--- src/rtl/msr_pkg.sv ---
package msr_pkg;
  typedef enum logic {
    MODE_ADVANCE = 1'b0,
    MODE_REPLAY  = 1'b1
  } addr_mode_e;

  function automatic int idx_width(input int n);
    return (n > 1) ? $clog2(n) : 1;
  endfunction
endpackage

--- src/rtl/msr_req_gen.sv ---
module msr_req_gen #(
  parameter int ADDR_W = 32,
  parameter int STEP   = 4,
  parameter int WORDS  = 8,
  parameter int REPS_W = 8
) (
  input  logic              clk,
  input  logic              rst_n,
  input  logic              launch,
  input  logic [ADDR_W-1:0] base,
  input  logic [REPS_W-1:0] reps,
  input  msr_pkg::addr_mode_e mode,
  input  logic              credit_ok,
  input  logic              req_ready,
  output logic              req_valid,
  output logic [ADDR_W-1:0] req_addr
);
  localparam int IDX_W = msr_pkg::idx_width(WORDS);
  localparam logic [IDX_W-1:0] IDX_LAST = IDX_W'(WORDS - 1);

  logic                active;
  logic [ADDR_W-1:0]   addr_q;
  logic [ADDR_W-1:0]   base_q;
  msr_pkg::addr_mode_e mode_q;
  logic [IDX_W-1:0]    widx;
  logic [REPS_W-1:0]   reps_left;
  logic                fire;

  assign req_valid = active && credit_ok;
  assign req_addr  = addr_q;
  assign fire      = req_valid && req_ready;

  always_ff @(posedge clk or negedge rst_n) begin
    if (!rst_n) begin
      active    <= 1'b0;
      addr_q    <= '0;
      base_q    <= '0;
      mode_q    <= msr_pkg::MODE_ADVANCE;
      widx      <= '0;
      reps_left <= '0;
    end else if (launch) begin
      active    <= 1'b1;
      addr_q    <= base;
      base_q    <= base;
      mode_q    <= mode;
      widx      <= '0;
      reps_left <= reps;
    end else if (fire) begin
      if (widx == IDX_LAST) begin
        widx      <= '0;
        reps_left <= reps_left - 1'b1;
        if (reps_left == REPS_W'(1)) active <= 1'b0;
        if (mode_q == msr_pkg::MODE_REPLAY) addr_q <= base_q;
        else                                addr_q <= addr_q + ADDR_W'(STEP);
      end else begin
        widx   <= widx + 1'b1;
        addr_q <= addr_q + ADDR_W'(STEP);
      end
    end
  end
endmodule

--- src/rtl/msr_credit.sv ---
module msr_credit #(
  parameter int MAX_INFLIGHT = 4
) (
  input  logic clk,
  input  logic rst_n,
  input  logic issued,
  input  logic consumed,
  output logic credit_ok
);
  localparam int CNT_W = $clog2(MAX_INFLIGHT + 1);
  localparam logic [CNT_W-1:0] LIMIT = CNT_W'(MAX_INFLIGHT);

  logic [CNT_W-1:0] inflight;

  assign credit_ok = inflight < LIMIT;

  always_ff @(posedge clk or negedge rst_n) begin
    if (!rst_n) inflight <= '0;
    else begin
      case ({issued, consumed})
        2'b10:   inflight <= inflight + 1'b1;
        2'b01:   inflight <= inflight - 1'b1;
        default: inflight <= inflight;
      endcase
    end
  end
endmodule

--- src/rtl/msr_fifo.sv ---
module msr_fifo #(
  parameter int W     = 32,
  parameter int DEPTH = 4
) (
  input  logic         clk,
  input  logic         rst_n,
  input  logic         push,
  input  logic [W-1:0] din,
  output logic         full,
  input  logic         pop,
  output logic [W-1:0] dout,
  output logic         empty
);
  localparam int PTR_W = msr_pkg::idx_width(DEPTH);
  localparam int CNT_W = $clog2(DEPTH + 1);
  localparam logic [PTR_W-1:0] PTR_LAST = PTR_W'(DEPTH - 1);

  logic [W-1:0]     store [DEPTH];
  logic [PTR_W-1:0] wr_ptr, rd_ptr;
  logic [CNT_W-1:0] count;
  logic             do_push, do_pop;

  assign full    = count == CNT_W'(DEPTH);
  assign empty   = count == '0;
  assign do_push = push && !full;
  assign do_pop  = pop && !empty;
  assign dout    = store[rd_ptr];

  generate
    if (DEPTH == 1) begin : g_single
      always_ff @(posedge clk) if (do_push) store[0] <= din;
    end else begin : g_ring
      always_ff @(posedge clk) if (do_push) store[wr_ptr] <= din;
    end
  endgenerate

  always_ff @(posedge clk or negedge rst_n) begin
    if (!rst_n) begin
      wr_ptr <= '0;
      rd_ptr <= '0;
      count  <= '0;
    end else begin
      if (do_push) wr_ptr <= (wr_ptr == PTR_LAST) ? '0 : wr_ptr + 1'b1;
      if (do_pop)  rd_ptr <= (rd_ptr == PTR_LAST) ? '0 : rd_ptr + 1'b1;
      case ({do_push, do_pop})
        2'b10:   count <= count + 1'b1;
        2'b01:   count <= count - 1'b1;
        default: count <= count;
      endcase
    end
  end
endmodule

--- src/rtl/msr_out_track.sv ---
module msr_out_track #(
  parameter int WORDS  = 8,
  parameter int REPS_W = 8
) (
  input  logic              clk,
  input  logic              rst_n,
  input  logic              launch,
  input  logic              launch_empty,
  input  logic [REPS_W-1:0] reps,
  input  logic              beat,
  output logic              at_last,
  output logic              busy,
  output logic              done
);
  localparam int IDX_W = msr_pkg::idx_width(WORDS);
  localparam logic [IDX_W-1:0] IDX_LAST = IDX_W'(WORDS - 1);

  logic [IDX_W-1:0]  oidx;
  logic [REPS_W-1:0] reps_left;

  assign at_last = oidx == IDX_LAST;

  always_ff @(posedge clk or negedge rst_n) begin
    if (!rst_n) begin
      oidx      <= '0;
      reps_left <= '0;
      busy      <= 1'b0;
      done      <= 1'b0;
    end else begin
      done <= 1'b0;
      if (launch_empty) begin
        done <= 1'b1;
      end else if (launch) begin
        busy      <= 1'b1;
        oidx      <= '0;
        reps_left <= reps;
      end else if (beat && busy) begin
        if (at_last) begin
          oidx      <= '0;
          reps_left <= reps_left - 1'b1;
          if (reps_left == REPS_W'(1)) begin
            busy <= 1'b0;
            done <= 1'b1;
          end
        end else begin
          oidx <= oidx + 1'b1;
        end
      end
    end
  end
endmodule

--- src/rtl/mem_stream_reader.sv ---
module mem_stream_reader #(
  parameter int ADDR_W       = 32,
  parameter int WORD_W       = 32,
  parameter int XFER_BYTES   = 32,
  parameter int REPS_W       = 8,
  parameter int MAX_INFLIGHT = 4
) (
  input  logic              clk,
  input  logic              rst_n,
  input  logic              start,
  input  logic [ADDR_W-1:0] base_addr,
  input  logic [REPS_W-1:0] rep_count,
  input  logic              wrap_mode,
  output logic              busy,
  output logic              done,
  output logic              rd_req_valid,
  input  logic              rd_req_ready,
  output logic [ADDR_W-1:0] rd_req_addr,
  input  logic              rd_rsp_valid,
  output logic              rd_rsp_ready,
  input  logic [WORD_W-1:0] rd_rsp_data,
  output logic              m_valid,
  input  logic              m_ready,
  output logic [WORD_W-1:0] m_data,
  output logic              m_last
);
  localparam int STEP  = WORD_W / 8;
  localparam int WORDS = XFER_BYTES / STEP;

  logic accept, launch, launch_empty;
  logic req_fire, rsp_fire, beat;
  logic credit_ok, fifo_full, fifo_empty, at_last;
  msr_pkg::addr_mode_e mode;

  assign mode         = wrap_mode ? msr_pkg::MODE_REPLAY : msr_pkg::MODE_ADVANCE;
  assign accept       = start && !busy;
  assign launch       = accept && (rep_count != '0);
  assign launch_empty = accept && (rep_count == '0);
  assign req_fire     = rd_req_valid && rd_req_ready;
  assign rsp_fire     = rd_rsp_valid && rd_rsp_ready;
  assign beat         = m_valid && m_ready;
  assign rd_rsp_ready = !fifo_full;
  assign m_valid      = !fifo_empty;
  assign m_last       = m_valid && at_last;

  msr_req_gen #(
    .ADDR_W(ADDR_W), .STEP(STEP), .WORDS(WORDS), .REPS_W(REPS_W)
  ) u_req (
    .clk(clk), .rst_n(rst_n), .launch(launch), .base(base_addr),
    .reps(rep_count), .mode(mode), .credit_ok(credit_ok),
    .req_ready(rd_req_ready), .req_valid(rd_req_valid), .req_addr(rd_req_addr)
  );

  msr_credit #(.MAX_INFLIGHT(MAX_INFLIGHT)) u_credit (
    .clk(clk), .rst_n(rst_n), .issued(req_fire), .consumed(beat),
    .credit_ok(credit_ok)
  );

  msr_fifo #(.W(WORD_W), .DEPTH(MAX_INFLIGHT)) u_fifo (
    .clk(clk), .rst_n(rst_n), .push(rsp_fire), .din(rd_rsp_data),
    .full(fifo_full), .pop(beat), .dout(m_data), .empty(fifo_empty)
  );

  msr_out_track #(.WORDS(WORDS), .REPS_W(REPS_W)) u_track (
    .clk(clk), .rst_n(rst_n), .launch(launch), .launch_empty(launch_empty),
    .reps(rep_count), .beat(beat), .at_last(at_last), .busy(busy), .done(done)
  );
endmodule

--- config.mk ---
export PLATFORM = sky130hd
export DESIGN_NAME = mem_stream_reader
export DESIGN_NICKNAME = d
export VERILOG_FILES = /design/src/rtl/msr_pkg.sv /design/src/rtl/msr_req_gen.sv /design/src/rtl/msr_credit.sv /design/src/rtl/msr_fifo.sv /design/src/rtl/msr_out_track.sv /design/src/rtl/mem_stream_reader.sv
export SDC_FILE = /design/constraint.sdc
export NUM_CORES = 1
export LEC_CHECK = 0
export ABC_AREA = 1
export CORE_MARGIN = 2
export CORE_UTILIZATION = 57
export CTS_BUF_LIST = sky130_fd_sc_hd__clkbuf_2 sky130_fd_sc_hd__clkbuf_4 sky130_fd_sc_hd__clkbuf_8
export CTS_CLUSTER_DIAMETER = 60
export DETAILED_ROUTE_END_ITERATION = 10
export PLACE_DENSITY = 0.8
export SLEW_MARGIN = 20
export SYNTH_ARGS = -nofsm -noshare
export SYNTH_HDL_FRONTEND = slang
export SYNTH_SLANG_ARGS = --single-unit
--- constraint.sdc ---
create_clock -name clk -period 3.2 [get_ports clk]
set_clock_uncertainty 0.1 [all_clocks]
set_input_delay 0.48 -clock clk [delete_from_list [all_inputs] [get_ports clk]]
set_output_delay 0.48 -clock clk [all_outputs]
set_load 0.05 [all_outputs]
==> results of run 1 <==
Yosys cell counts, types with 2 or more instances:
master	instances
nand4_1	5
xnor2_1	3
nand3_1	87
o21ai_1	2
inv_1	106
xor2_1	8
clkbuf_1	24
inv_2	3
o22ai_1	32
edfxtp_1	128
a21oi_1	20
o21ai_0	130
fa_1	2
buf_2	19
o211ai_1	6
o2111ai_1	6
nor2_1	143
ha_1	16
nor2_2	5
nand3b_1	2
buf_6	4
o21ai_2	7
dfrtp_1	100
nand2_1	284
metal layers:
metal,track usage [%],up-vias
li1,-,4150
met1,34.5,4062
met2,39.3,347
met3,5.26,61
met4,9.32,0
met5,0,-
cell usage in the layout (no fill, tap or decap), types with 2 or more instances in the layout:
| cell | Yosys | layout |
|---|---|---|
| nand2_1 | 284 | 284 |
| clkinv_1 | 1 | 5 |
| buf_12 | 0 | 34 |
| dfrtp_1 | 100 | 99 |
| clkbuf_4 | 0 | 15 |
| o22ai_1 | 32 | 32 |
| o2111ai_1 | 6 | 6 |
| a21oi_1 | 20 | 20 |
| inv_2 | 3 | 3 |
| o21ai_0 | 130 | 130 |
| nor2_1 | 143 | 139 |
| fa_1 | 2 | 2 |
| buf_4 | 0 | 14 |
| nor2_2 | 5 | 8 |
| inv_1 | 106 | 106 |
| clkinvlp_4 | 0 | 2 |
| clkbuf_8 | 0 | 40 |
| nand3b_1 | 2 | 2 |
| nand4_1 | 5 | 5 |
| o21ai_2 | 7 | 6 |
| edfxtp_1 | 128 | 128 |
| ha_1 | 16 | 16 |
| nand3_1 | 87 | 87 |
| o211ai_1 | 6 | 6 |
| o21ai_1 | 2 | 2 |
| xnor2_1 | 3 | 3 |
| clkdlybuf4s50_1 | 0 | 115 |
| xor2_1 | 8 | 8 |
metrics by stage:
| stage | util, % | worst slack (ns) | power (uW) | std cells |
|---|---|---|---|---|
| after floorplan | - | 0.180 | 8780 | 1151 |
| after global placement | 69.7 | 0.723 | 11400 | 1496 |
| after detailed placement | 69.7 | 0.655 | 11500 | 1496 |
| after CTS | 73.6 | 0.237 | 14000 | 1559 |
| after global routing | 73.6 | 0.139 | 14700 | 1559 |
| final | 73.6 | 0.256 | 13900 | 1559 |
logic make-up (layout without fill, tap and decap cells):
kind of cell               count (synthesis)  count (layout)
AOI/OAI and AO/OA                        208             208
xor gates and xnor gates                  11              11
adders and majority gates                 18              18
buffers and inverters                    157             336
DFF                                      228             228
and+or+nand+nor                          529             529
registers in the layout, indices dropped and copies added (netlist names), 2 cells and up:
signal	cells
u_fifo.count	3
u_req.req_addr	32
u_track.oidx	3
u_fifo.rd_ptr	2
u_req.widx	3
u_fifo.store	128
u_track.reps_left	8
u_req.reps_left	8
u_fifo.wr_ptr	2
u_req.base_q	32
u_credit.inflight	3
final cells by class:
cell class	count	share of cell area [%]
Timing Repair Buffer	164	14.6
Clock inverter	7	0.262
Sequential cell	228	47.5
Clock buffer	55	4.97
Multi-Input combinational cell	766	27.4
Tap cell	229	2.15
Inverter	110	3.09
worst max-delay path by stage:
stage | from | endpoint | depth (start not counted)
after floorplan | u_fifo.count[0] | u_fifo.store[0][0] | 4
after global placement | rep_count[7] | u_req.req_addr[29] | 9
after detailed placement | rep_count[7] | u_req.req_addr[27] | 9
after CTS | u_track.oidx[0] | m_last | 5
after global routing | u_track.oidx[0] | m_last | 5
final | u_track.oidx[0] | m_last | 5
what timing repair did:
item                                    4_1_cts  5_1_grt
endpoints found under the hold margin        37        0
hold buffers                                  1        0
endpoints found under the setup margin        0        0
power by group through the flow:
stage / Sequential [uW] / Clock [uW] / Combinational, uW
6_report: 4600 / 2400 / 6920
5_1_grt: 4690 / 2560 / 7470
3_3_place_gp: 4600 / 0 / 6790
4_1_cts: 4590 / 2440 / 6950
3_5_place_dp: 4630 / 0 / 6920
2_1_floorplan: 5090 / 0 / 3690
==> out/results.ini, run 1 <==
[synth]
synth_area_leaders = edfxtp_1 (36%), dfrtp_1 (24%), nand2_1 (10%)
synth_edf_count = 128
synthAdderAreaFrac_pct = 2.26
synthSimpleGateAreaFrac_pct = 20.1
synth_cell_types = 33
yosysSeqAreaShare_pct = 59.7
yosys_register_bits = 228
synthCells = 1151
synthMuxAreaShare_pct = 0
synth_top_family_by_area = simple AND/OR/NAND/NOR gates
synthArstFlopShare_pct = 43.9
yosysTopAreaCell = edfxtp_1
yosysTopAreaCellShare_pct = 36.2
synth-main-ff-cell = edfxtp_1
synth_xor_area_share_pct = 0.907
avgSynthCellArea_um2 = 9.23
syn_area_um2 = 10600
synth_compound_area_share_pct = 11.0
synth_nets = 1248
ys_warn_count = 0

[detailed_routing]
drt_first_pass_iters = 5
m1WireLength_um = 10400
dr_wl_met3_um = 2020
wl_per_cell_um = 15.7
drt_iter0_markers = 541
vias_per_cell = 5.53
finalWirelength_um = 24600
via_count = 8620
antenna_left = 0
highest_layer = met4
routed-wl-met2_um = 11500
route.detailed.drc = 0

[clocking]
clk_pin_slew_ns = 0.06
cts_buffers = 36
cts.path.max_buffers = 3
numClockSinks = 228
post-cts-setup-buffer-count = 0
clk_latency_ns = 0.53
clockRootBuffer = clkbuf_8
cts.htree.levels = 2
cts_resized = 0
cts_tree = done

[worst_setup_path]
startpoint_type = register
crit_buf_inv = 2
worstPathCellList = ha_1 > ha_1 > inv_1 > a31oi_1 > clkdlybuf4s50_1
critical_path_class = register to primary output
crit_slowest_cell = clkdlybuf4s50_1
timing.rr.end = u_fifo.count[2]
worst-r2r-cell-count = 9
cpPeakStageDelay_ns = 0.83
critPathRequiredTime_ns = 2.62
reg2reg_slack_ns = 1.02
cp_top_family = buffers and inverters
cp-end-kind = primary output
crit_path_frequent_cell = ha_1
cp_max_fo = 4
worstReg2RegStart = u_fifo.count[0]
timing.critical_path.arrival_ns = 2.36

[die]
ios = 149
rows = 49
fp.dieW_um = 141
fp.coreArea_um2 = 18100
dieArea_um2 = 19800
start_util_pct = 58.6
die_h_um = 141

[pwr]
sequentialPowerShare_pct = 33.0
leakagePower_uw = 0.00558
ir_drop_uv = 535
intPower_uw = 7970
p_per_area_nw_per_um2 = 1040
p_clk_share_pct = 17.2
power.net_switching_uw = 5940
switching_share_pct = 42.7
pwr-share-comb_pct = 49.7

[layout]
final_cell_area_um2 = 13400
drive_gt1_share_pct = 9.77
finalNetCount = 1403
antenna_cells = 0
multiInputGateArea_um2 = 3660
regArea_um2 = 6350
n_fill_cell = 1299
syn_to_final_growth_pct = 25.6

[sta]
max_freq_mhz = 340
setup_viol = 0
finalHoldViolations = 0
tns_ns = 0
holdWs_ns = 0.371
finalCritPeriodShare_pct = 92.0
slew_headroom_pct = 57.4
worst_slew_pin_slew_ns = 0.638
period_minus_slack_ns = 2.94
drv_slew = 0
rsz0062_at_grt = false

[global_routing]
grt_antenna_before_repair = 0
grt.total_usage_pct = 24.9
grt_pass1_wl_um = 39600
grt_max_degree = 67
grt_pass1_vias = 8206
overflow = 0

[placement]
portBuffers = 148
dp_hpwl_um = 16000
gp_congestion = 0.949
place_area_um2 = 12600

[hold_path]
hold_class = input port to async pin

[flow_run]
drv_cap = 0

[status]
outcome = finished clean

Power figures use the tool's default switching activity.
==> inputs of run 2 (changes only) <==
--- a/config.mk
+++ b/config.mk
@@ -6,12 +6,15 @@
 export NUM_CORES = 1
 export LEC_CHECK = 0
 export ABC_AREA = 1
+export CELL_PAD_IN_SITES_DETAIL_PLACEMENT = 0
+export CELL_PAD_IN_SITES_GLOBAL_PLACEMENT = 1
 export CORE_MARGIN = 2
-export CORE_UTILIZATION = 57
+export CORE_UTILIZATION = 43
 export CTS_BUF_LIST = sky130_fd_sc_hd__clkbuf_2 sky130_fd_sc_hd__clkbuf_4 sky130_fd_sc_hd__clkbuf_8
 export CTS_CLUSTER_DIAMETER = 60
 export DETAILED_ROUTE_END_ITERATION = 10
-export PLACE_DENSITY = 0.8
+export PLACE_DENSITY = 0.79
+export SETUP_SLACK_MARGIN = 0.5
 export SLEW_MARGIN = 20
 export SYNTH_ARGS = -nofsm -noshare
 export SYNTH_HDL_FRONTEND = slang
==> run 2 against run 1 <==
Critical path depth down 1. Wire length increased by 5.8%. Cell count up 7.0%. Fmax up 15%. Sequential power about the same. Register-to-register slack better by 0.04 ns. Critical endpoint is now m_data[12].
==> out/results.ini, run 2 (same netlist as run 1, synthesis figures left out) <==
[status]
outcome = finished clean  ; unchanged

[die]
start_util_pct = 43.7  ; was 58.6%
fp.coreArea_um2 = 24300  ; was 18100 um^2
dieArea_um2 = 26000  ; was 19800 um^2
rows = 57  ; was 49
fp.dieW_um = 161  ; was 141 um
die_h_um = 161  ; was 141 um
ios = 149  ; unchanged

[detailed_routing]
via_count = 8349  ; was 8620
wl_per_cell_um = 15.6  ; was 15.7 um
vias_per_cell = 5.01  ; was 5.53
drt_first_pass_iters = 5  ; unchanged
antenna_left = 0  ; unchanged
route.detailed.drc = 0  ; unchanged
finalWirelength_um = 26000  ; was 24600 um
drt_iter0_markers = 488  ; was 541

[global_routing]
grt_pass1_wl_um = 41600  ; was 39600 um
grt.total_usage_pct = 20.0  ; was 24.9%
grt_pass1_vias = 8025  ; was 8206
overflow = 0  ; unchanged
grt_max_degree = 67  ; unchanged
grt_antenna_before_repair = 0  ; unchanged

[pwr]
p_per_area_nw_per_um2 = 1000  ; was 1040 nW/um^2
ir_drop_uv = 568  ; was 535 uV
power.total_uw = 13300  ; was 13900 uW
leakagePower_uw = 0.00551  ; was 0.00558 uW

[worst_setup_path]
critPathRequiredTime_ns = 2.62  ; about the same
crit_path_frequent_cell = buf_4  ; was ha_1
worst-r2r-cell-count = 9  ; unchanged
cp-end-kind = primary output  ; unchanged
critical_path_class = register to primary output  ; unchanged
crit_slowest_cell = dfrtp_1  ; was clkdlybuf4s50_1
worstPathCellList = buf_4 > o21ai_0 > o22ai_1 > buf_4  ; was ha_1 > ha_1 > inv_1 > a31oi_1 > clkdlybuf4s50_1
timing.critical_path.arrival_ns = 1.98  ; was 2.36 ns
cpPeakStageDelay_ns = 0.39  ; was 0.83 ns
reg2reg_slack_ns = 1.06  ; was 1.02 ns
worstReg2RegStart = u_fifo.count[1]  ; was u_fifo.count[0]
startpoint_type = register  ; unchanged
timing.rr.end = u_fifo.count[2]  ; unchanged
cp_max_fo = 33  ; was 4

[layout]
regMostFlops = u_fifo.store  ; unchanged
drive_gt1_share_pct = 10.6  ; was 9.77%
final_common_cell = nand2_1  ; unchanged
final_cell_mix = nand2_1 (284), nor2_1 (139), o21ai_0 (130)  ; unchanged
syn_to_final_growth_pct = 24.3  ; was 25.6%
largest_reg_flops = 128  ; unchanged
instances_no_fill = 1668  ; was 1559
finalNetCount = 1411  ; was 1403
antenna_cells = 0  ; unchanged

[placement]
placed_cells = 1596  ; was 1496
gp_congestion = 0.841  ; was 0.949
portBuffers = 148  ; unchanged
dp_hpwl_um = 16900  ; was 16000 um

[sta]
setup_viol = 0  ; unchanged
max_freq_mhz = 391  ; was 340 MHz
holdWs_ns = 0.371  ; about the same
finalHoldViolations = 0  ; unchanged
finalCritPeriodShare_pct = 80.0  ; was 92.0%
worst_slew_pin_slew_ns = 0.889  ; was 0.638 ns
period_minus_slack_ns = 2.56  ; was 2.94 ns
drv_slew = 0  ; unchanged
tns_ns = 0  ; unchanged
slew_headroom_pct = 40.7  ; was 57.4%
rsz0062_at_grt = false  ; unchanged

[hold_path]
hold_depth = 1
hold_class = register to register  ; was input port to async pin
holdPathEnd = u_credit.inflight[0]
min_from = u_credit.inflight[0]

[clocking]
clk_latency_ns = 0.53  ; about the same
cts_buffers = 39  ; was 36
numClockSinks = 228  ; unchanged
cts_tree = done  ; unchanged
cts.path.max_buffers = 3  ; unchanged
cts.htree.levels = 2  ; unchanged
post-cts-setup-buffer-count = 0  ; unchanged
clk_pin_slew_ns = 0.06  ; about the same
clockRootBuffer = clkbuf_8  ; unchanged

[flow_run]
drv_cap = 0  ; unchanged

[run 2: cell types whose count changed in the layout (fill, tap and decap cells not counted), moves of 2 or more]
cell      previous run  this run
buf_12              34         2
buf_4               14        49
clkbuf_8            40        44
clkinv_1             5         8
clkinv_2             1         3
[run 2: layer usage]
| layer | GRT usage, % | vias to the layer above | share of wire, % | wire length, um |
|---|---|---|---|---|
| met5 | 0 | - | 0 | 0 |
| met4 | 5.36 | 0 | 1.8 | 474 |
| met3 | 3.24 | 38 | 4.9 | 1280 |
| met2 | 32.2 | 210 | 46 | 11900 |
| met1 | 28.3 | 3918 | 48 | 12400 |
| li1 | - | 4183 | - | - |
[run 2: area by class of cell]
class	instances	area, um^2
clock inverter	13	87.6
fill	2244	11100
sequential	228	6350
tap	324	405
inverter	110	417
multi-input combinational	766	3660
clock buffer	58	704
timing repair buffer	169	1590
[run 2: power breakdown]
group,switching (uW),internal (uW),total [uW]
registers,566,4040,4600
clock network,1140,1490,2640
logic,4150,1880,6030
total,5860,7420,13300
[run 2: stage by stage]
stage	util (%)	setup slack (ns)	cell area, um^2
6_report	54.3	0.640	13200
3_3_place_gp	51.0	0.737	12400
2_1_floorplan	-	0.180	10600
5_1_grt	54.3	0.509	13200
3_5_place_dp	51.0	0.712	12400
4_1_cts	54.3	0.530	13200
[run 2: worst max-delay path by stage]
stage / startpoint / endpoint / slack [ns] / cells after the start
after global routing: u_fifo.rd_ptr[1] / m_data[14] / 0.51 / 4
final: u_fifo.rd_ptr[1] / m_data[12] / 0.64 / 4
after global placement: rep_count[7] / u_req.req_addr[1] / 0.74 / 8
after CTS: u_fifo.rd_ptr[1] / m_data[5] / 0.53 / 5
after detailed placement: rep_count[7] / u_req.req_addr[26] / 0.71 / 11
after floorplan: u_fifo.count[0] / u_fifo.store[0][0] / 0.18 / 4
[run 2: worst max-delay path: cells and delay by family, from the launching register on]
family / cells / cell delay [ns]
buffers and inverters: 2 / 0.62
DFF: 1 / 0.39
AOI/OAI and AO/OA: 2 / 0.43
[run 2: what timing repair did]
item,4_1_cts,5_1_grt
hold endpoints to repair,14,0
resized for setup,2,6
cloned,0,0
hold buffers,1,0
endpoints found under the setup margin,5,13
